<file path="config.mk">
export PLATFORM = sky130hd
export DESIGN_NAME = mw_host
export DESIGN_NICKNAME = d
export VERILOG_FILES = /design/src/rtl/mw_pkg.sv /design/src/rtl/mw_tick.sv /design/src/rtl/mw_seq.sv /design/src/rtl/mw_host.sv
export SDC_FILE = /design/constraint.sdc
export NUM_CORES = 1
export LEC_CHECK = 0
export ABC_CLOCK_PERIOD_IN_PS = 3680
export CAP_MARGIN = 20
export CORE_ASPECT_RATIO = 1.1
export CORE_UTILIZATION = 55
export DETAILED_ROUTE_END_ITERATION = 7
export DONT_BUFFER_PORTS = 1
export PLACE_DENSITY = 0.79
export SETUP_SLACK_MARGIN = 0.02
export SLEW_MARGIN = 0
export SYNTH_ARGS = -nofsm -noshare
export SYNTH_HDL_FRONTEND = slang
export SYNTH_SLANG_ARGS = --single-unit
</file>
<file path="constraint.sdc">
create_clock -name clk -period 3.68 [get_ports clk]
set_input_delay 0.368 -clock clk [delete_from_list [all_inputs] [get_ports clk]]
set_output_delay 0.368 -clock clk [all_outputs]
set_load 0.03 [all_outputs]
</file>
<file path="src/rtl/mw_pkg.sv">
package mw_pkg;

  typedef enum logic [2:0] {
    ST_IDLE, ST_CMD, ST_DOUT, ST_DIN, ST_GAP, ST_POLL
  } mw_state_t;

  typedef enum logic [1:0] {
    K_RD, K_WR, K_ER
  } mw_kind_t;

  localparam logic [1:0] SEL_DATA = 2'd0;
  localparam logic [1:0] SEL_CMD  = 2'd1;
  localparam logic [1:0] SEL_CTRL = 2'd2;

  // number of command bits on the wire: start + opcode + address
  function automatic int cmd_len(input int aw);
    return aw + 3;
  endfunction

  // erase-class commands that leave the device busy afterwards
  function automatic logic needs_poll(input logic [15:0] c, input int aw);
    logic [1:0] op;
    logic [1:0] sub;
    op  = c[aw+1 -: 2];
    sub = c[aw-1 -: 2];
    return (op == 2'b11) || (op == 2'b00 && sub == 2'b10);
  endfunction

endpackage

</file>
<file path="src/rtl/mw_tick.sv">
module mw_tick #(
  parameter int DIV = 4
) (
  input  logic clk,
  input  logic rst_n,
  input  logic en,
  output logic tick
);
  localparam int W = $clog2(DIV + 1);
  logic [W-1:0] cnt;

  assign tick = en && (cnt == W'(DIV - 1));

  always_ff @(posedge clk or negedge rst_n) begin
    if (!rst_n)    cnt <= '0;
    else if (!en)  cnt <= '0;
    else if (tick) cnt <= '0;
    else           cnt <= cnt + 1'b1;
  end
endmodule

</file>
<file path="src/rtl/mw_seq.sv">
module mw_seq
  import mw_pkg::*;
#(
  parameter int ADDR_W = 6
) (
  input  logic        clk,
  input  logic        rst_n,
  input  logic        tick,
  input  logic        go_rd,
  input  logic        go_wr,
  input  logic        go_er,
  input  logic [15:0] cmd_in,
  input  logic [15:0] data_in,
  input  logic        ee_do,
  output logic        ee_cs,
  output logic        ee_sk,
  output logic        ee_di,
  output logic        busy,
  output logic        rd_cap,
  output logic [15:0] rd_word
);
  localparam int CLEN = cmd_len(ADDR_W);

  mw_state_t   st;
  mw_kind_t    kind;
  logic        ph;
  logic        poll;
  logic [4:0]  cnt;
  logic [15:0] cmd_r;
  logic [15:0] osh;
  logic [15:0] ish;
  logic        last_fall;

  assign busy      = (st != ST_IDLE);
  assign last_fall = tick && ph && (cnt == 5'd0);
  assign rd_cap    = (st == ST_DIN) && last_fall;
  assign rd_word   = ish;

  always_ff @(posedge clk or negedge rst_n) begin
    if (!rst_n) begin
      st    <= ST_IDLE;
      kind  <= K_RD;
      ph    <= 1'b0;
      poll  <= 1'b0;
      cnt   <= '0;
      cmd_r <= '0;
      osh   <= '0;
      ish   <= '0;
      ee_cs <= 1'b0;
      ee_sk <= 1'b0;
      ee_di <= 1'b0;
    end else begin
      case (st)
        ST_IDLE: begin
          if (go_rd || go_wr || go_er) begin
            st    <= ST_CMD;
            kind  <= go_rd ? K_RD : (go_wr ? K_WR : K_ER);
            poll  <= needs_poll(cmd_in, ADDR_W);
            cmd_r <= cmd_in;
            osh   <= data_in;
            cnt   <= 5'(CLEN - 1);
            ph    <= 1'b0;
            ee_cs <= 1'b1;
            ee_sk <= 1'b0;
            ee_di <= cmd_in[CLEN-1];
          end
        end
        ST_CMD, ST_DOUT, ST_DIN: begin
          if (tick && !ph) begin
            ee_sk <= 1'b1;
            ph    <= 1'b1;
            if (st == ST_DIN) ish <= {ish[14:0], ee_do};
          end else if (tick) begin
            ee_sk <= 1'b0;
            ph    <= 1'b0;
            if (cnt != 5'd0) begin
              cnt <= cnt - 1'b1;
              if (st == ST_CMD)       ee_di <= cmd_r[cnt - 5'd1];
              else if (st == ST_DOUT) ee_di <= osh[cnt - 5'd1];
              else                    ee_di <= 1'b0;
            end else if (st == ST_CMD && kind == K_RD) begin
              st    <= ST_DIN;
              cnt   <= 5'd15;
              ee_di <= 1'b0;
            end else if (st == ST_CMD && kind == K_WR) begin
              st    <= ST_DOUT;
              cnt   <= 5'd15;
              ee_di <= osh[15];
            end else if (st == ST_DOUT || (st == ST_CMD && poll)) begin
              st    <= ST_GAP;
              ee_cs <= 1'b0;
              ee_di <= 1'b0;
            end else begin
              st    <= ST_IDLE;
              ee_cs <= 1'b0;
              ee_di <= 1'b0;
            end
          end
        end
        ST_GAP: begin
          if (tick) begin
            st    <= ST_POLL;
            ee_cs <= 1'b1;
          end
        end
        ST_POLL: begin
          if (tick && ee_do) begin
            st    <= ST_IDLE;
            ee_cs <= 1'b0;
          end
        end
        default: st <= ST_IDLE;
      endcase
    end
  end
endmodule

</file>
<file path="src/rtl/mw_host.sv">
module mw_host
  import mw_pkg::*;
#(
  parameter int ADDR_W  = 6,
  parameter int CLK_DIV = 4
) (
  input  logic        clk,
  input  logic        rst_n,
  input  logic        wr_en,
  input  logic [1:0]  wr_sel,
  input  logic [15:0] wr_data,
  output logic [15:0] data_q,
  output logic [7:0]  status,
  output logic        ee_cs,
  output logic        ee_sk,
  output logic        ee_di,
  input  logic        ee_do
);
  logic [15:0] cmd_q;
  logic        wp;
  logic        rdone;
  logic        busy;
  logic        tick;
  logic        rd_cap;
  logic [15:0] rd_word;
  logic        ctrl_wr;
  logic        wp_next;
  logic        go_rd, go_wr, go_er, go_any;

  assign ctrl_wr = wr_en && (wr_sel == SEL_CTRL);
  assign wp_next = wp || (ctrl_wr && wr_data[7]);
  assign go_rd   = ctrl_wr && !busy && wr_data[4];
  assign go_wr   = ctrl_wr && !busy && !wr_data[4] && wr_data[5] && !wp_next;
  assign go_er   = ctrl_wr && !busy && !wr_data[4] && !wr_data[5] &&
                   wr_data[6] && !wp_next;
  assign go_any  = go_rd || go_wr || go_er;

  assign status  = {wp, 5'b0, !busy, rdone};

  always_ff @(posedge clk or negedge rst_n) begin
    if (!rst_n) begin
      data_q <= '0;
      cmd_q  <= '0;
      wp     <= 1'b0;
      rdone  <= 1'b0;
    end else begin
      if (rd_cap)
        data_q <= rd_word;
      else if (wr_en && wr_sel == SEL_DATA && !busy)
        data_q <= wr_data;
      if (wr_en && wr_sel == SEL_CMD && !busy)
        cmd_q <= wr_data;
      if (ctrl_wr && wr_data[7])
        wp <= 1'b1;
      if (go_any)      rdone <= 1'b0;
      else if (rd_cap) rdone <= 1'b1;
    end
  end

  mw_tick #(.DIV(CLK_DIV)) u_tick (
    .clk  (clk),
    .rst_n(rst_n),
    .en   (busy),
    .tick (tick)
  );

  mw_seq #(.ADDR_W(ADDR_W)) u_seq (
    .clk    (clk),
    .rst_n  (rst_n),
    .tick   (tick),
    .go_rd  (go_rd),
    .go_wr  (go_wr),
    .go_er  (go_er),
    .cmd_in (cmd_q),
    .data_in(data_q),
    .ee_do  (ee_do),
    .ee_cs  (ee_cs),
    .ee_sk  (ee_sk),
    .ee_di  (ee_di),
    .busy   (busy),
    .rd_cap (rd_cap),
    .rd_word(rd_word)
  );
endmodule

</file>
Word-level counts from Yosys, hierarchy flattened
Cells that the tools add are included.
Storage, ports and cells
  flip-flop bits (word level): 99
  output and inout bits: 27
  word-level logic and storage cells: 143
Operators by class
  $add $sub $neg: 2
  $lt $le $gt $ge: 1
  equality and inequality tests: 21
  muxes and demuxes: 51
  reductions and logical operators: 53
Operators by type and width (count)
  $mux 3: 11
  $mux 16: 2
  $mux 5: 6
  $logic_and 1x1->1: 24
  $mux 1: 23
  $pmux 3 s4: 1
  $ne 2x2->1 const B: 5
  $pmux 5 s2: 1
  $eq 3x2->1 const B: 3
  $reduce_and 9->1: 1
  $bmux 1 s4: 2
  $eq 2x2->1 const B: 3
  $eq 3x3->1 const B: 2
  $logic_not 2->1: 3
  $ne 2x1->1 const B: 3
  $reduce_and 3->1: 2
  $reduce_and 6->1: 1
  $reduce_bool 2->1: 3
  $logic_not 1->1: 5
  $logic_not 5->1: 1
  $logic_or 1x1->1: 5
  $lt 5x5->1 const B: 1
  $reduce_and 5->1: 1
  $reduce_bool 5->1: 1
  15 further kinds: 18

Depth between registers and ports, before layout
  depth in word-level cells: 10
  depth in mapped cells: 9
  gate-level depth less buffers: 7

Cells and area by module
From an unflattened synthesis, not the netlist that was laid out.
Second synthesis, totals
  cell total of the unflattened synthesis: 348
  area, all modules: 4649.5 sq um
Modules (own cells, without submodules)
  mw_seq: times used 1, cells an instance 222, area each 2974.1 sq um, sequential area each 1551.5 sq um
  mw_host: times used 1, cells an instance 116, area each 1539.0 sq um, sequential area each 850.8 sq um
  mw_tick: times used 1, cells an instance 10, area each 136.4 sq um, sequential area each 75.1 sq um

Worst setup path before layout
No wires, ideal clock.
  path type: reg-to-reg
  start point: register u_seq.cnt[0]
  end point: register u_seq.ee_di
  arrival time: 2275 ps
  path slack: 1273 ps
  stages on the path, launching flop included: 10
  path buffers: 2
  clock period less this slack: 2407 ps
  cells stage by stage: dfrtp_1 -> buf_4 -> inv_1 -> ha_1 -> clkbuf_1 -> mux4_2 -> mux2i_1 -> o2bb2ai_1 -> o31ai_1 -> a31oi_1
On the way
  longest elaborated chain between the ends: 9
RTL lines
  start: declaration: RTL line mw_seq.sv:28  | logic [4:0] cnt;
  start signal: assignment: RTL line mw_seq.sv:61  | cnt <= 5'(CLEN - 1);
  start signal: assignment: RTL line mw_seq.sv:77  | cnt <= cnt - 1'b1;
  $sub 5x1->5: RTL line mw_seq.sv:78, mw_seq.sv:79
  $bmux 1 s4: RTL line mw_seq.sv:79  | else if (st == ST_DOUT) ee_di <= osh[cnt - 5'd1];
  $mux 1 (not written as such): RTL line mw_seq.sv:79
  $mux 1: RTL line mw_seq.sv:79
  $mux 1: RTL line mw_seq.sv:78  | if (st == ST_CMD) ee_di <= cmd_r[cnt - 5'd1];
  $mux 1 *: RTL line mw_seq.sv:76  | if (cnt != 5'd0) begin
  $mux 1 *: RTL line mw_seq.sv:73  | end else if (tick) begin
  $mux 1 *: RTL line mw_seq.sv:69  | if (tick && !ph) begin
  $pmux 1 s2 *: RTL line mw_seq.sv:53  | case (st)
  end signal: assignment: RTL line mw_seq.sv:65  | ee_di <= cmd_in[CLEN-1];
  end signal: assignment: RTL line mw_seq.sv:78
  end signal: assignment: RTL line mw_seq.sv:79
  end: declaration: RTL line mw_seq.sv:17  | output logic ee_di,
Every way passes the cells marked *; elsewhere a longest branch is shown, timed or not. The select of a mux whose other input is x is not followed.
A chain may end at the register's enable or synchronous reset.

Worst setup path after layout
Same ends and word-level chain as after synthesis.

==> metrics.md <==
| Metric | Value |
|---|---|
| Final wirelength | 8970 µm |
| Minimum clock period | 2.63 ns |
| Clk_lat worst skew | 0.36 ns |
| Overall Power | 0.00381 W |
| Num Clock Sinks | 99 |
| DP Worst Slack | 1.04 ns |
| Final Non-Filler Cells | 483 |
| Gr ovfl total | 0 |
| Via Count | 2914 |
| GPL Wtd Cong | 0.840 |
| First-pass GRT wire length | 15000 µm |
| CTS Buf Count | 9 |
| Pwr Density | 774 nW/µm² |
| Peak Freq | 380 MHz |
| Routed length per instance | 18.6 µm |
| Vias in the first global route | 2909 |
| N_diodes | 0 |
| Met3 wire length | 321 µm |
| Core Area | 8320 µm² |
| Ys async rst share | 100% |
| Filler instances | 641 |
| Final-report setup violation count | 0 |
| Syn Std Cell Area | 4700 µm² |
| Setup TNS | 0 ns |
| Post-synthesis sequential area ratio | 52.7% |
| Critical Path Sink Type | register |
| Chip Height | 99 µm |
| CTS Hold Buffers Added | 2 |
| Final Max Slew Viols | 0 |
| IR drop worst, VDD | 0.397 mV |
| Avg Vias per Cell | 6.03 |
| Post_cts resized | 0 |
| Gr usage total | 22.0% |
| Fin util | 59.2% |
| Longest Clk Path Bufs | 2 |
| Placed insts | 465 |
| Outcome | complete, no violations |
| Reg-to-reg slack, setup | 1.05 ns |
| Worst slew pin tran | 0.868 ns |
| Leakage | 2.20 nW |
| Worst Path Arrival | 2.87 ns |
| Met2 wire len | 4570 µm |
| Final hold viol count | 0 |
| Post-route setup slack | 1.05 ns |
| Synth Area per Inst | 12.6 µm² |
| Worst hold path depth | 1 |
| Fin nets | 392 |
| I/O pins | 49 |
| Maxcap violations | 0 |
| Reg2Reg Depth | 7 |
| Number of port buffers | 0 |
| Area grow syn2layout | 4.73% |
| Clock transition at path regs | 0.10 ns |
| Share of post-route cells with drive strength above 1 | 21.5% |
| Crit Path Category | register to register |
| DR top layer | met4 |
| Top_reg_cell synth | dfrtp_1 |
| Post-DRT Antenna Nets | 0 |
| Setup bufs post-CTS | 0 |
| Critical Path RT | 3.92 ns |
| Total number of H-tree levels | 3 |
| CTS tree | done |
| CP max FO | 13 |
| CP startpoint kind | register |
| Initial antenna violation count | 0 |
| 1st-iter DRT viols | 182 |
| Final Cycle Share | 71.6% |
| Detailed placement HPWL | 6430 µm |
| Cell Rows | 35 |
| Largest net degree at the start of global routing | 100 |
| Number of synthesized flops with an enable pin | 0 |
| Wl on met1 | 3950 µm |
| Root buffer cell | clkbuf_8 |
| DRC errors left | 0 |
| Die Area | 8930 µm² |
| Yosys reg bits | 99 |
| Max-slew headroom | 42.1% |
| Hold WC Path Type | input pin to register |
| TritonRoute pass-1 iters | 4 |
| Yosys warns | 0 |
| RSZ-0062 raised after global routing | no |
| Synth unique cells | 55 |
| Die X | 90.2 µm |
| Post-Synthesis Cells | 374 |
| Initial Utilization | 56.5% |
| Worst Clk Skew | 0.0151 ns |
==> cell families (layout without fill, tap and decap cells) <==
group	Yosys count	count (layout)	share of synthesized area, %
flip-flops	99	99	52.7
multiplexers	90	90	23.1
buffers and inverters	37	31	4.55
AND/OR/NAND/NOR	79	79	9.68
adder cells (fa/ha/maj)	3	3	0.798
AO/OA/AOI/OAI	64	64	8.91
XOR/XNOR	1	1	0.186
other	1	5	0.0797
==> per-layer routing <==
metal  track usage [%]  vias to the layer above
met1              28.5                     1494
met2              36.3                       67
li1                  -                     1342
met5                 0                        -
met3              4.40                       11
met4              9.31                        0
==> cells in the mapped netlist, types with 3 or more instances <==
cell,number,area share [%]
nor3_1,4,0.43
o21ai_0,9,0.96
inv_1,9,0.72
mux4_2,6,2.9
nor3b_1,5,0.80
ha_1,3,0.80
buf_2,6,0.64
nor4_1,3,0.40
clkbuf_1,7,0.56
nand2_1,16,1.3
dfrtp_1,99,53
mux2_2,47,11
mux2i_1,18,3.8
a21oi_1,27,2.9
buf_4,10,1.6
nor2b_1,3,0.40
nor2_1,27,2.2
buf_6,4,0.96
a31oi_1,4,0.53
mux2_1,17,4.1
o21ai_1,3,0.32
==> worst max-delay path, cell delays in order (launching register included) <==
cell and delay, ns:
dfrtp_1 0.71, inv_1 0.15, ha_1 0.54, mux4_2 0.55, mux2i_1 0.15, o2bb2ai_1 0.08, o31ai_1 0.24, a31oi_1 0.11
==> per-stage QoR <==
step                      cell area, µm²  hold WS (ns)
after floorplan                     4720        0.0724
after global placement              4710        0.0760
after detailed placement            4710        0.0763
after CTS                           4930        0.0830
after global routing                4930        0.0856
final                               4930         0.105
==> power by group <==
group | switching [W] | internal [W] | total, W | leakage, nW
combinational | 0.000474 | 0.000586 | 0.00106 | 0.869
clock | 0.000392 | 0.000260 | 0.000652 | 0.0934
sequential | 0.000602 | 0.00150 | 0.00210 | 1.24
total | 0.00147 | 0.00235 | 0.00381 | 2.20
==> final cells by class <==
type / instances / area (µm²) / area share (%)
flip-flops and latches: 99 / 2480 / 50.3
clock buffers: 10 / 128 / 2.59
repair buffers: 5 / 60.1 / 1.22
clock inverters: 6 / 55.1 / 1.12
multi-input cells: 242 / 2030 / 41.2
inverters: 10 / 37.5 / 0.762
well taps: 111 / 139 / 2.82
==> cell usage in the layout (no fill, tap or decap), types with 4 or more instances in the layout <==
| cell | n |
|---|---|
| o21ai_0 | 9 |
| conb_1 | 5 |
| mux4_2 | 6 |
| nor3b_1 | 5 |
| nand2_1 | 16 |
| inv_1 | 9 |
| clkbuf_8 | 9 |
| mux2_2 | 47 |
| nor3_1 | 4 |
| mux2i_1 | 18 |
| dfrtp_1 | 99 |
| a31oi_1 | 4 |
| a21oi_1 | 27 |
| mux2_1 | 17 |
| nor2_1 | 26 |
==> final timing paths <==
check,from,to
setup / recovery,u_seq.cnt[0]$_DFFE_PN0P_,u_seq.ee_di$_DFFE_PN0P_
hold / removal,wr_data[4],u_seq.kind[0]$_DFFE_PN0P_
setup reg to reg,u_seq.cnt[0]$_DFFE_PN0P_,u_seq.ee_di$_DFFE_PN0P_
hold reg to reg,u_tick.cnt[0]$_DFF_PN0_,u_tick.cnt[0]$_DFF_PN0_
max in group asynchronous,rst_n,cmd_q[11]$_DFFE_PN0P_
min in group asynchronous,rst_n,u_tick.cnt[2]$_DFF_PN0_
==> sequential cells by signal, summed over array words and instances (netlist names) <==
register and count:
u_seq.osh 16, cmd_q 16, u_seq.st 3, u_seq.ee_sk 1
wp 1, rdone 1, u_seq.cnt 5, u_tick.cnt 3
u_seq.cmd_r 16, u_seq.ee_di 1, u_seq.ee_cs 1, u_seq.kind 2
data_q 16, u_seq.rd_word 16, u_seq.poll 1
No activity file was read; power rests on OpenSTA's default activity.
